**src/rtl/vic_pkg.sv**
```systemverilog
package vic_pkg;
  localparam int BANK_W = 32;   // sources per bank
  localparam int PRIO_W = 6;    // priority field width
  localparam int THR_W  = 7;    // threshold field width
  localparam int NUM_W  = 7;    // active-number field width
  localparam int LIDX_W = 5;    // index inside a bank

  // register map (byte offsets)
  localparam int A_REV    = 'h000;
  localparam int A_CFG    = 'h010;
  localparam int A_STAT   = 'h014;
  localparam int A_ACT    = 'h040;
  localparam int A_CTRL   = 'h048;
  localparam int A_PROT   = 'h04C;
  localparam int A_THR    = 'h068;
  localparam int A_MASK0  = 'h084;
  localparam int A_MCLR0  = 'h088;
  localparam int A_MSET0  = 'h08C;
  localparam int A_PEND0  = 'h098;
  localparam int A_LVL0   = 'h100;
  localparam int BANK_STR = 'h020;

  typedef struct packed {
    logic              found;
    logic [LIDX_W-1:0] idx;
    logic [PRIO_W-1:0] prio;
  } bank_win_t;
endpackage

```
**src/rtl/vic_level_regs.sv**
```systemverilog
module vic_level_regs
  import vic_pkg::*;
#(
  parameter int NUM_SRC = 96
) (
  input  logic                      clk_i,
  input  logic                      clr_i,
  input  logic                      we_i,
  input  logic [NUM_W-1:0]          idx_i,
  input  logic [PRIO_W-1:0]         wprio_i,
  output logic [NUM_SRC*PRIO_W-1:0] prio_o
);
  logic [PRIO_W-1:0] lvl_q [NUM_SRC];

  always_ff @(posedge clk_i) begin
    if (clr_i) begin
      for (int i = 0; i < NUM_SRC; i++) lvl_q[i] <= '0;
    end else if (we_i) begin
      lvl_q[idx_i] <= wprio_i;
    end
  end

  for (genvar g = 0; g < NUM_SRC; g++) begin : g_flat
    assign prio_o[g*PRIO_W +: PRIO_W] = lvl_q[g];
  end

  // a level write lands in the addressed entry
  assert_lvl_write_R6: assert property (@(posedge clk_i) disable iff (clr_i)
    we_i |=> (lvl_q[$past(idx_i)] == $past(wprio_i)));
endmodule

```
**src/rtl/vic_bank.sv**
```systemverilog
module vic_bank
  import vic_pkg::*;
(
  input  logic                     clk_i,
  input  logic                     clr_i,
  input  logic                     set_we_i,
  input  logic                     clr_we_i,
  input  logic [BANK_W-1:0]        wdata_i,
  input  logic [BANK_W-1:0]        src_i,
  input  logic [BANK_W*PRIO_W-1:0] prio_i,
  input  logic [THR_W-1:0]         thr_i,
  output logic [BANK_W-1:0]        mask_o,
  output logic [BANK_W-1:0]        pend_o,
  output bank_win_t                win_o
);
  logic [BANK_W-1:0] mask_q;
  logic [BANK_W-1:0] elig;
  logic [BANK_W-1:0] set_bits, clr_bits;

  assign set_bits = set_we_i ? wdata_i : '0;
  assign clr_bits = clr_we_i ? wdata_i : '0;

  always_ff @(posedge clk_i) begin
    if (clr_i) mask_q <= '1;
    else       mask_q <= (mask_q | set_bits) & ~clr_bits;
  end

  assign mask_o = mask_q;
  assign pend_o = src_i & ~mask_q;

  always_comb begin
    for (int i = 0; i < BANK_W; i++) begin
      elig[i] = pend_o[i] &&
                ((thr_i == '0) || ({1'b0, prio_i[i*PRIO_W +: PRIO_W]} < thr_i));
    end
  end

  // lowest index wins ties because only a strictly better priority replaces
  always_comb begin
    win_o = '0;
    for (int i = 0; i < BANK_W; i++) begin
      if (elig[i] && (!win_o.found || (prio_i[i*PRIO_W +: PRIO_W] < win_o.prio))) begin
        win_o.found = 1'b1;
        win_o.idx   = LIDX_W'(i);
        win_o.prio  = prio_i[i*PRIO_W +: PRIO_W];
      end
    end
  end

  // cleared bits read back as 0
  assert_mask_clear_R2: assert property (@(posedge clk_i) disable iff (clr_i)
    (clr_we_i && !set_we_i) |=> ((mask_q & $past(wdata_i)) == '0));
  // set bits read back as 1
  assert_mask_set_R3: assert property (@(posedge clk_i) disable iff (clr_i)
    (set_we_i && !clr_we_i) |=> ((mask_q & $past(wdata_i)) == $past(wdata_i)));
  // a bank winner is an unmasked asserted input
  assert_win_live_R7: assert property (@(posedge clk_i) disable iff (clr_i)
    win_o.found |-> (src_i[win_o.idx] && !mask_q[win_o.idx]));
  // a bank winner passes a nonzero threshold
  assert_win_thr_R6: assert property (@(posedge clk_i) disable iff (clr_i)
    (win_o.found && thr_i != '0) |-> ({1'b0, win_o.prio} < thr_i));
endmodule

```
**src/rtl/vic_ctrl.sv**
```systemverilog
module vic_ctrl
  import vic_pkg::*;
#(
  parameter int NUM_SRC   = 96,
  parameter int ADDR_W    = 12,
  parameter int REV_MAJOR = 1,
  parameter int REV_MINOR = 0
) (
  input  logic              clk_i,
  input  logic              rst_i,
  input  logic [ADDR_W-1:0] addr_i,
  input  logic              wr_en_i,
  input  logic [31:0]       wr_data_i,
  output logic [31:0]       rd_data_o,
  input  logic [NUM_SRC-1:0] src_i,
  output logic              irq_o
);
  localparam int NBANK   = NUM_SRC / BANK_W;
  localparam int LVL_END = A_LVL0 + 4 * NUM_SRC;

  // ---------------- control state ----------------
  logic              srst_q, done_q, autoidle_q, prot_q;
  logic [THR_W-1:0]  thr_q;
  logic              act_valid_q;
  logic [NUM_W-1:0]  act_num_q;
  logic [31:0]       rd_data_q;
  logic              clr;

  assign clr = rst_i | srst_q;

  // ---------------- address decode ----------------
  logic ack_we, cfg_we, lvl_hit, lvl_we;
  logic [NUM_W-1:0] lvl_idx;
  logic [ADDR_W-1:0] lvl_off;

  assign ack_we  = wr_en_i && (addr_i == ADDR_W'(A_CTRL)) && wr_data_i[0];
  assign cfg_we  = wr_en_i && (addr_i == ADDR_W'(A_CFG));
  assign lvl_hit = (addr_i >= ADDR_W'(A_LVL0)) && (addr_i < ADDR_W'(LVL_END)) &&
                   (addr_i[1:0] == 2'b00);
  assign lvl_we  = wr_en_i && lvl_hit;
  assign lvl_off = addr_i - ADDR_W'(A_LVL0);
  assign lvl_idx = NUM_W'(lvl_off >> 2);

  // ---------------- level registers ----------------
  logic [NUM_SRC*PRIO_W-1:0] prio_flat;

  vic_level_regs #(.NUM_SRC(NUM_SRC)) u_lvl (
    .clk_i  (clk_i),
    .clr_i  (clr),
    .we_i   (lvl_we),
    .idx_i  (lvl_idx),
    .wprio_i(wr_data_i[7:2]),
    .prio_o (prio_flat)
  );

  // ---------------- banks ----------------
  logic [NUM_SRC-1:0] mask_all, pend_all;
  bank_win_t          win_w [NBANK];

  for (genvar b = 0; b < NBANK; b++) begin : g_bank
    logic set_we, clr_we;
    assign clr_we = wr_en_i && (addr_i == ADDR_W'(A_MCLR0 + b * BANK_STR));
    assign set_we = wr_en_i && (addr_i == ADDR_W'(A_MSET0 + b * BANK_STR));

    vic_bank u_bank (
      .clk_i   (clk_i),
      .clr_i   (clr),
      .set_we_i(set_we),
      .clr_we_i(clr_we),
      .wdata_i (wr_data_i),
      .src_i   (src_i[b*BANK_W +: BANK_W]),
      .prio_i  (prio_flat[b*BANK_W*PRIO_W +: BANK_W*PRIO_W]),
      .thr_i   (thr_q),
      .mask_o  (mask_all[b*BANK_W +: BANK_W]),
      .pend_o  (pend_all[b*BANK_W +: BANK_W]),
      .win_o   (win_w[b])
    );
  end

  // ---------------- cross-bank sort ----------------
  logic              any_found;
  logic [PRIO_W-1:0] best_prio;
  logic [NUM_W-1:0]  best_num;

  always_comb begin
    any_found = 1'b0;
    best_prio = '0;
    best_num  = '0;
    for (int b = 0; b < NBANK; b++) begin
      if (win_w[b].found && (!any_found || (win_w[b].prio < best_prio))) begin
        any_found = 1'b1;
        best_prio = win_w[b].prio;
        best_num  = NUM_W'(b * BANK_W) + NUM_W'(win_w[b].idx);
      end
    end
  end

  // ---------------- soft reset sequencing ----------------
  always_ff @(posedge clk_i) begin
    if (rst_i) begin
      srst_q <= 1'b0;
      done_q <= 1'b1;
    end else if (srst_q) begin
      srst_q <= 1'b0;
      done_q <= 1'b1;
    end else if (cfg_we && wr_data_i[1]) begin
      srst_q <= 1'b1;
      done_q <= 1'b0;
    end
  end

  // ---------------- plain storage ----------------
  always_ff @(posedge clk_i) begin
    if (clr) begin
      autoidle_q <= 1'b0;
      prot_q     <= 1'b0;
      thr_q      <= '0;
    end else if (wr_en_i) begin
      if (addr_i == ADDR_W'(A_CFG))  autoidle_q <= wr_data_i[0];
      if (addr_i == ADDR_W'(A_PROT)) prot_q     <= wr_data_i[0];
      if (addr_i == ADDR_W'(A_THR))  thr_q      <= wr_data_i[THR_W-1:0];
    end
  end

  // ---------------- selection latch ----------------
  always_ff @(posedge clk_i) begin
    if (clr) begin
      act_valid_q <= 1'b0;
      act_num_q   <= '0;
    end else if (ack_we) begin
      act_valid_q <= 1'b0;
    end else if (!act_valid_q && any_found) begin
      act_valid_q <= 1'b1;
      act_num_q   <= best_num;
    end
  end

  assign irq_o = act_valid_q;

  // ---------------- read path ----------------
  logic [31:0] rd_n;

  always_comb begin
    rd_n = '0;
    if (addr_i == ADDR_W'(A_REV))  rd_n = {24'h0, 4'(REV_MAJOR), 4'(REV_MINOR)};
    if (addr_i == ADDR_W'(A_CFG))  rd_n = {31'h0, autoidle_q};
    if (addr_i == ADDR_W'(A_STAT)) rd_n = {31'h0, done_q};
    if (addr_i == ADDR_W'(A_ACT))  rd_n = act_valid_q ? {25'h0, act_num_q} : 32'h0;
    if (addr_i == ADDR_W'(A_PROT)) rd_n = {31'h0, prot_q};
    if (addr_i == ADDR_W'(A_THR))  rd_n = {25'h0, thr_q};
    for (int b = 0; b < NBANK; b++) begin
      if (addr_i == ADDR_W'(A_MASK0 + b * BANK_STR)) rd_n = mask_all[b*BANK_W +: BANK_W];
      if (addr_i == ADDR_W'(A_PEND0 + b * BANK_STR)) rd_n = pend_all[b*BANK_W +: BANK_W];
    end
    if (lvl_hit) rd_n = {24'h0, prio_flat[int'(lvl_idx)*PRIO_W +: PRIO_W], 2'b00};
  end

  always_ff @(posedge clk_i) begin
    if (rst_i) rd_data_q <= '0;
    else       rd_data_q <= rd_n;
  end

  assign rd_data_o = rd_data_q;

  // ---------------- assertions ----------------
  // a latched selection is held until acknowledged
  assert_hold_R8: assert property (@(posedge clk_i) disable iff (rst_i)
    (act_valid_q && !ack_we && !srst_q) |=> (act_valid_q && act_num_q == $past(act_num_q)));
  // the acknowledge empties the latch on its own edge
  assert_ack_drop_R9: assert property (@(posedge clk_i) disable iff (rst_i)
    ack_we |=> !irq_o);
  // the latch only fills when the sorter offered a candidate
  assert_fill_src_R7: assert property (@(posedge clk_i) disable iff (rst_i)
    $rose(act_valid_q) |-> $past(any_found));
  // a soft reset leaves the reset state and the done flag behind
  assert_soft_reset_R10: assert property (@(posedge clk_i) disable iff (rst_i)
    srst_q |=> (done_q && !irq_o && thr_q == '0 && (&mask_all)));
  // done is low only during the soft reset cycle
  assert_done_R10: assert property (@(posedge clk_i) disable iff (rst_i)
    !done_q |-> srst_q);
endmodule

```
**config.mk**
```make
export PLATFORM = sky130hd
export DESIGN_NAME = vic_ctrl
export DESIGN_NICKNAME = d
export VERILOG_FILES = /design/src/rtl/vic_pkg.sv /design/src/rtl/vic_level_regs.sv /design/src/rtl/vic_bank.sv /design/src/rtl/vic_ctrl.sv
export SDC_FILE = /design/constraint.sdc
export NUM_CORES = 2
export LEC_CHECK = 0
export ABC_AREA = 1
export ABC_CLOCK_PERIOD_IN_PS = 91700
export BUFFER_PORTS_ARGS = -buffer_cell sky130_fd_sc_hd__buf_4
export CAP_MARGIN = 25
export CORE_ASPECT_RATIO = 2
export CORE_MARGIN = 3
export CORE_UTILIZATION = 52
export CTS_CLUSTER_DIAMETER = 200
export DETAILED_ROUTE_END_ITERATION = 8
export GPL_ROUTABILITY_DRIVEN = 0
export MAX_ROUTING_LAYER = met4
export PLACE_DENSITY = 0.65
export SYNTH_ARGS = -nofsm -noshare
export SYNTH_HDL_FRONTEND = slang
export SYNTH_SLANG_ARGS = --single-unit
```
**constraint.sdc**
```tcl
create_clock -name clk_i -period 91.7 [get_ports clk_i]
set_clock_uncertainty 0.15 [all_clocks]
set_input_delay 9.17 -clock clk_i [delete_from_list [all_inputs] [get_ports clk_i]]
set_output_delay 9.17 -clock clk_i [all_outputs]
set_load 0.005 [all_outputs]
```
==> flow_summary.yaml <==
clocking:
  tritoncts: "built"
  cts_buffers: 74
  clock_path_buffers: 3
  hold_buffers: 0
  clockRootBuffer: "clkbuf_16"
  cts_resized: 0
  path_clk_slew_ps: 70
  numClockSinks: 723
  htree_num_levels: 3
  clkLatencyLatePin_ps: 720
  cts_setup_buffers: 0
sta:
  setup_viol: 0
  tightestPinTransition_ps: 1224
  drv_slew: 0
  slew_headroom_pct: 18.39
  tns_ps: 0
  fin_ws_ps: 34050
  holdWs_ps: 350.4
  finalHoldViolCount: 0
  max_freq_mhz: 17.35
  post-route-period-util_pct: 62.87
  rsz0062_at_grt: "no"
  finalCriticalPeriod_ps: 57650
grt:
  antenna_found_initial: 29
  track_usage_pct: 44.03
  grt_max_degree: 138
  overflow: 0
  grt_pass1_vias: 62100
  grt_pass1_wl_um: 394600
floorplanning:
  start_util_pct: 52.41
  core_area_sq_mm: 0.1203
  row_count: 180
  die_w_um: 252.2
  fp.dieH_um: 498.4
  io_pins: 176
  die_area_sq_mm: 0.1257
logic_synthesis:
  yosysMostFrequentCell: "nand2_1"
  avgSynthCellArea_sq_um: 7.606
  synth_edf_count: 576
  synthCells: 8287
  synth_flop_cell: "edfxtp_1"
  synth.ff_latch_count: 723
  yosysWarnings: 0
  syn_area_sq_mm: 0.06303
  synthArstFlopShare_pct: 0
  synth_area_leaders: "edfxtp_1 27%, ha_1 18%, nand2_1 12%, o21ai_0 6.2%, nor2_1 5.9%"
  synth_top_area_share_pct: 27.44
  synth_nets: 9341
  yosys.area.top_type: "edfxtp_1"
  ys_seq_area_share_pct: 32.11
  synth_common_cells: "1,957 x nand2_1, 990 x nor2_1, 911 x ha_1"
  synth_cell_types: 64
power:
  switching_share_pct: 29.49
  p_sw_uw: 243.8
  vdd_drop_max_uv: 15.53
  p_leak_nw: 32.63
  combPwrFrac_pct: 13.9
  pwr-share-seq_pct: 46.8
  internal-power_uw: 582.8
  p_total_uw: 826.7
  p_per_area_mw_per_mm2: 12.11
  clkPwrFrac_pct: 39.3
layout:
  area_growth_pct: 8.315
  drive_gt1_share_pct: 8.359
  stdcell_area_sq_mm: 0.06827
  final_nets: 9370
drt:
  viasPerCell: 6.487
  totalWireLength_um: 275100
  drt_iter0_markers: 7297
  firstDrtPassIters: 8
  drc: 0
  ant_nets: 0
  vias: 64630
  wl_per_cell_um: 27.61
worst_setup_path:
  crit_path_start_kind: "primary input"
  critPathBufInv: 5
  worstSetupPathType: "in2reg"
  crit_top_cell: "nand2_1"
  critPathMaxFanout: 19
  cp_data_required_time_ps: 92190
  slowest_delay_ps: 530
  crit_slowest_cell: "o21ai_0"
  crit_arrival_ps: 58140
  crit_family: "compound AO/OA/AOI/OAI gates"
  cp-end-kind: "flip-flop"
place:
  dpl_cell_area_sq_mm: 0.06568
  dpl.hpwl_um: 202400
  io_buffers: 175
  post-place-ws_ps: 34500
hold_path:
  min_path_type: "reg2reg"
run:
  maxCapViolCount: 0
run_status:
  status: "completed"
flip-flops by register name, summed over array words and instances, names as in the netlist:
register and cells:
prot_q 1, done_q 1, srst_q 1, g_bank.u_bank.mask_o 96, act_num_q 7, thr_q 7, u_lvl.lvl_q 576, irq_o 1
autoidle_q 1, rd_data_o 32
area by class of cell:
type | instances | area (sq um)
clock buffers | 95 | 2036
fillers | 11400 | 51990
multi-input cells | 6638 | 39060
clock inverters | 39 | 425.4
flip-flops and latches | 723 | 20240
well taps | 1547 | 1936
repair buffers | 280 | 2160
diodes | 42 | 105.1
inverters | 599 | 2318
stage by stage:
step           utilization, %  instances
6_report                56.77       9963
5_1_grt                 56.75       9952
4_1_cts                 56.66       9917
3_5_place_dp            54.62       9783
3_3_place_gp            54.54       9777
2_1_floorplan               -       8287
cells by family after synthesis:
kind of cell,count (synthesis),synth area share (%)
adders and majority gates,911,18.08
and+or+nand+nor,3680,24.40
buffers and inverters,926,6.100
DFF,723,32.11
AOI/OAI and AO/OA,2047,19.31
placed cells by master (no fill, tap or decap), types with 8 or more instances in the layout:
cell type / netlist / layout
nand2_1: 1957 / 1954
nor2_1: 990 / 975
ha_1: 911 / 911
o21ai_0: 778 / 778
edfxtp_1: 576 / 576
inv_1: 581 / 569
a21oi_1: 557 / 557
nand3_1: 386 / 385
buf_4: 7 / 272
a22oi_1: 208 / 208
dfxtp_1: 147 / 147
o21bai_1: 115 / 115
nand2_2: 106 / 108
or2_2: 90 / 90
o211ai_1: 88 / 88
clkbuf_16: 0 / 77
a211oi_1: 71 / 71
o22ai_1: 61 / 61
o211a_1: 51 / 51
diode_2: 0 / 42
nand2_4: 32 / 33
nand4_1: 32 / 32
nor3_1: 28 / 28
nor4_1: 21 / 21
a31oi_1: 21 / 21
nand3_2: 18 / 19
a221oi_1: 18 / 18
o2111ai_1: 17 / 17
inv_4: 2 / 16
nor2_2: 9 / 15
clkinv_1: 9 / 13
a22o_1: 13 / 13
clkbuf_1: 265 / 13
o311ai_0: 11 / 11
o221ai_1: 9 / 9
nor2_4: 0 / 9
clkinv_2: 0 / 8
worst paths after layout:
kind / cells after the start / slack [ps] / startpoint / endpoint
max: 266 / 34050 / src_i[32] / act_num_q[3]$_SDFFE_PP0P_
min: 2 / 350 / done_q$_SDFFE_PP1P_ / done_q$_SDFFE_PP1P_
max reg2reg: 271 / 40530 / thr_q[3]$_SDFFE_PP0P_ / act_num_q[3]$_SDFFE_PP0P_
min reg2reg: 2 / 350 / done_q$_SDFFE_PP1P_ / done_q$_SDFFE_PP1P_
tightest hold or removal path, cell delays in order, from the launching register on:
cell and delay, ps:
dfxtp_1 320, nor2_1 90, nor2_1 50
power groups by stage:
stage               sequential [mW]  clock, mW  combinational (mW)
floorplan                     0.383          0              0.0666
global placement              0.393          0               0.106
detailed placement            0.393          0               0.109
CTS                           0.386      0.324               0.110
global route                  0.388      0.336               0.124
finish                        0.387      0.325               0.115
per-layer routing:
metal	vias up	global-route usage [%]	routed length (um)
met5	-	-	0
met4	0	41.38	33180
li1	29020	-	-
met2	4081	68.94	123100
met1	29910	45.24	89370
met3	1623	10.33	29460
Power figures use the tool's default switching activity.
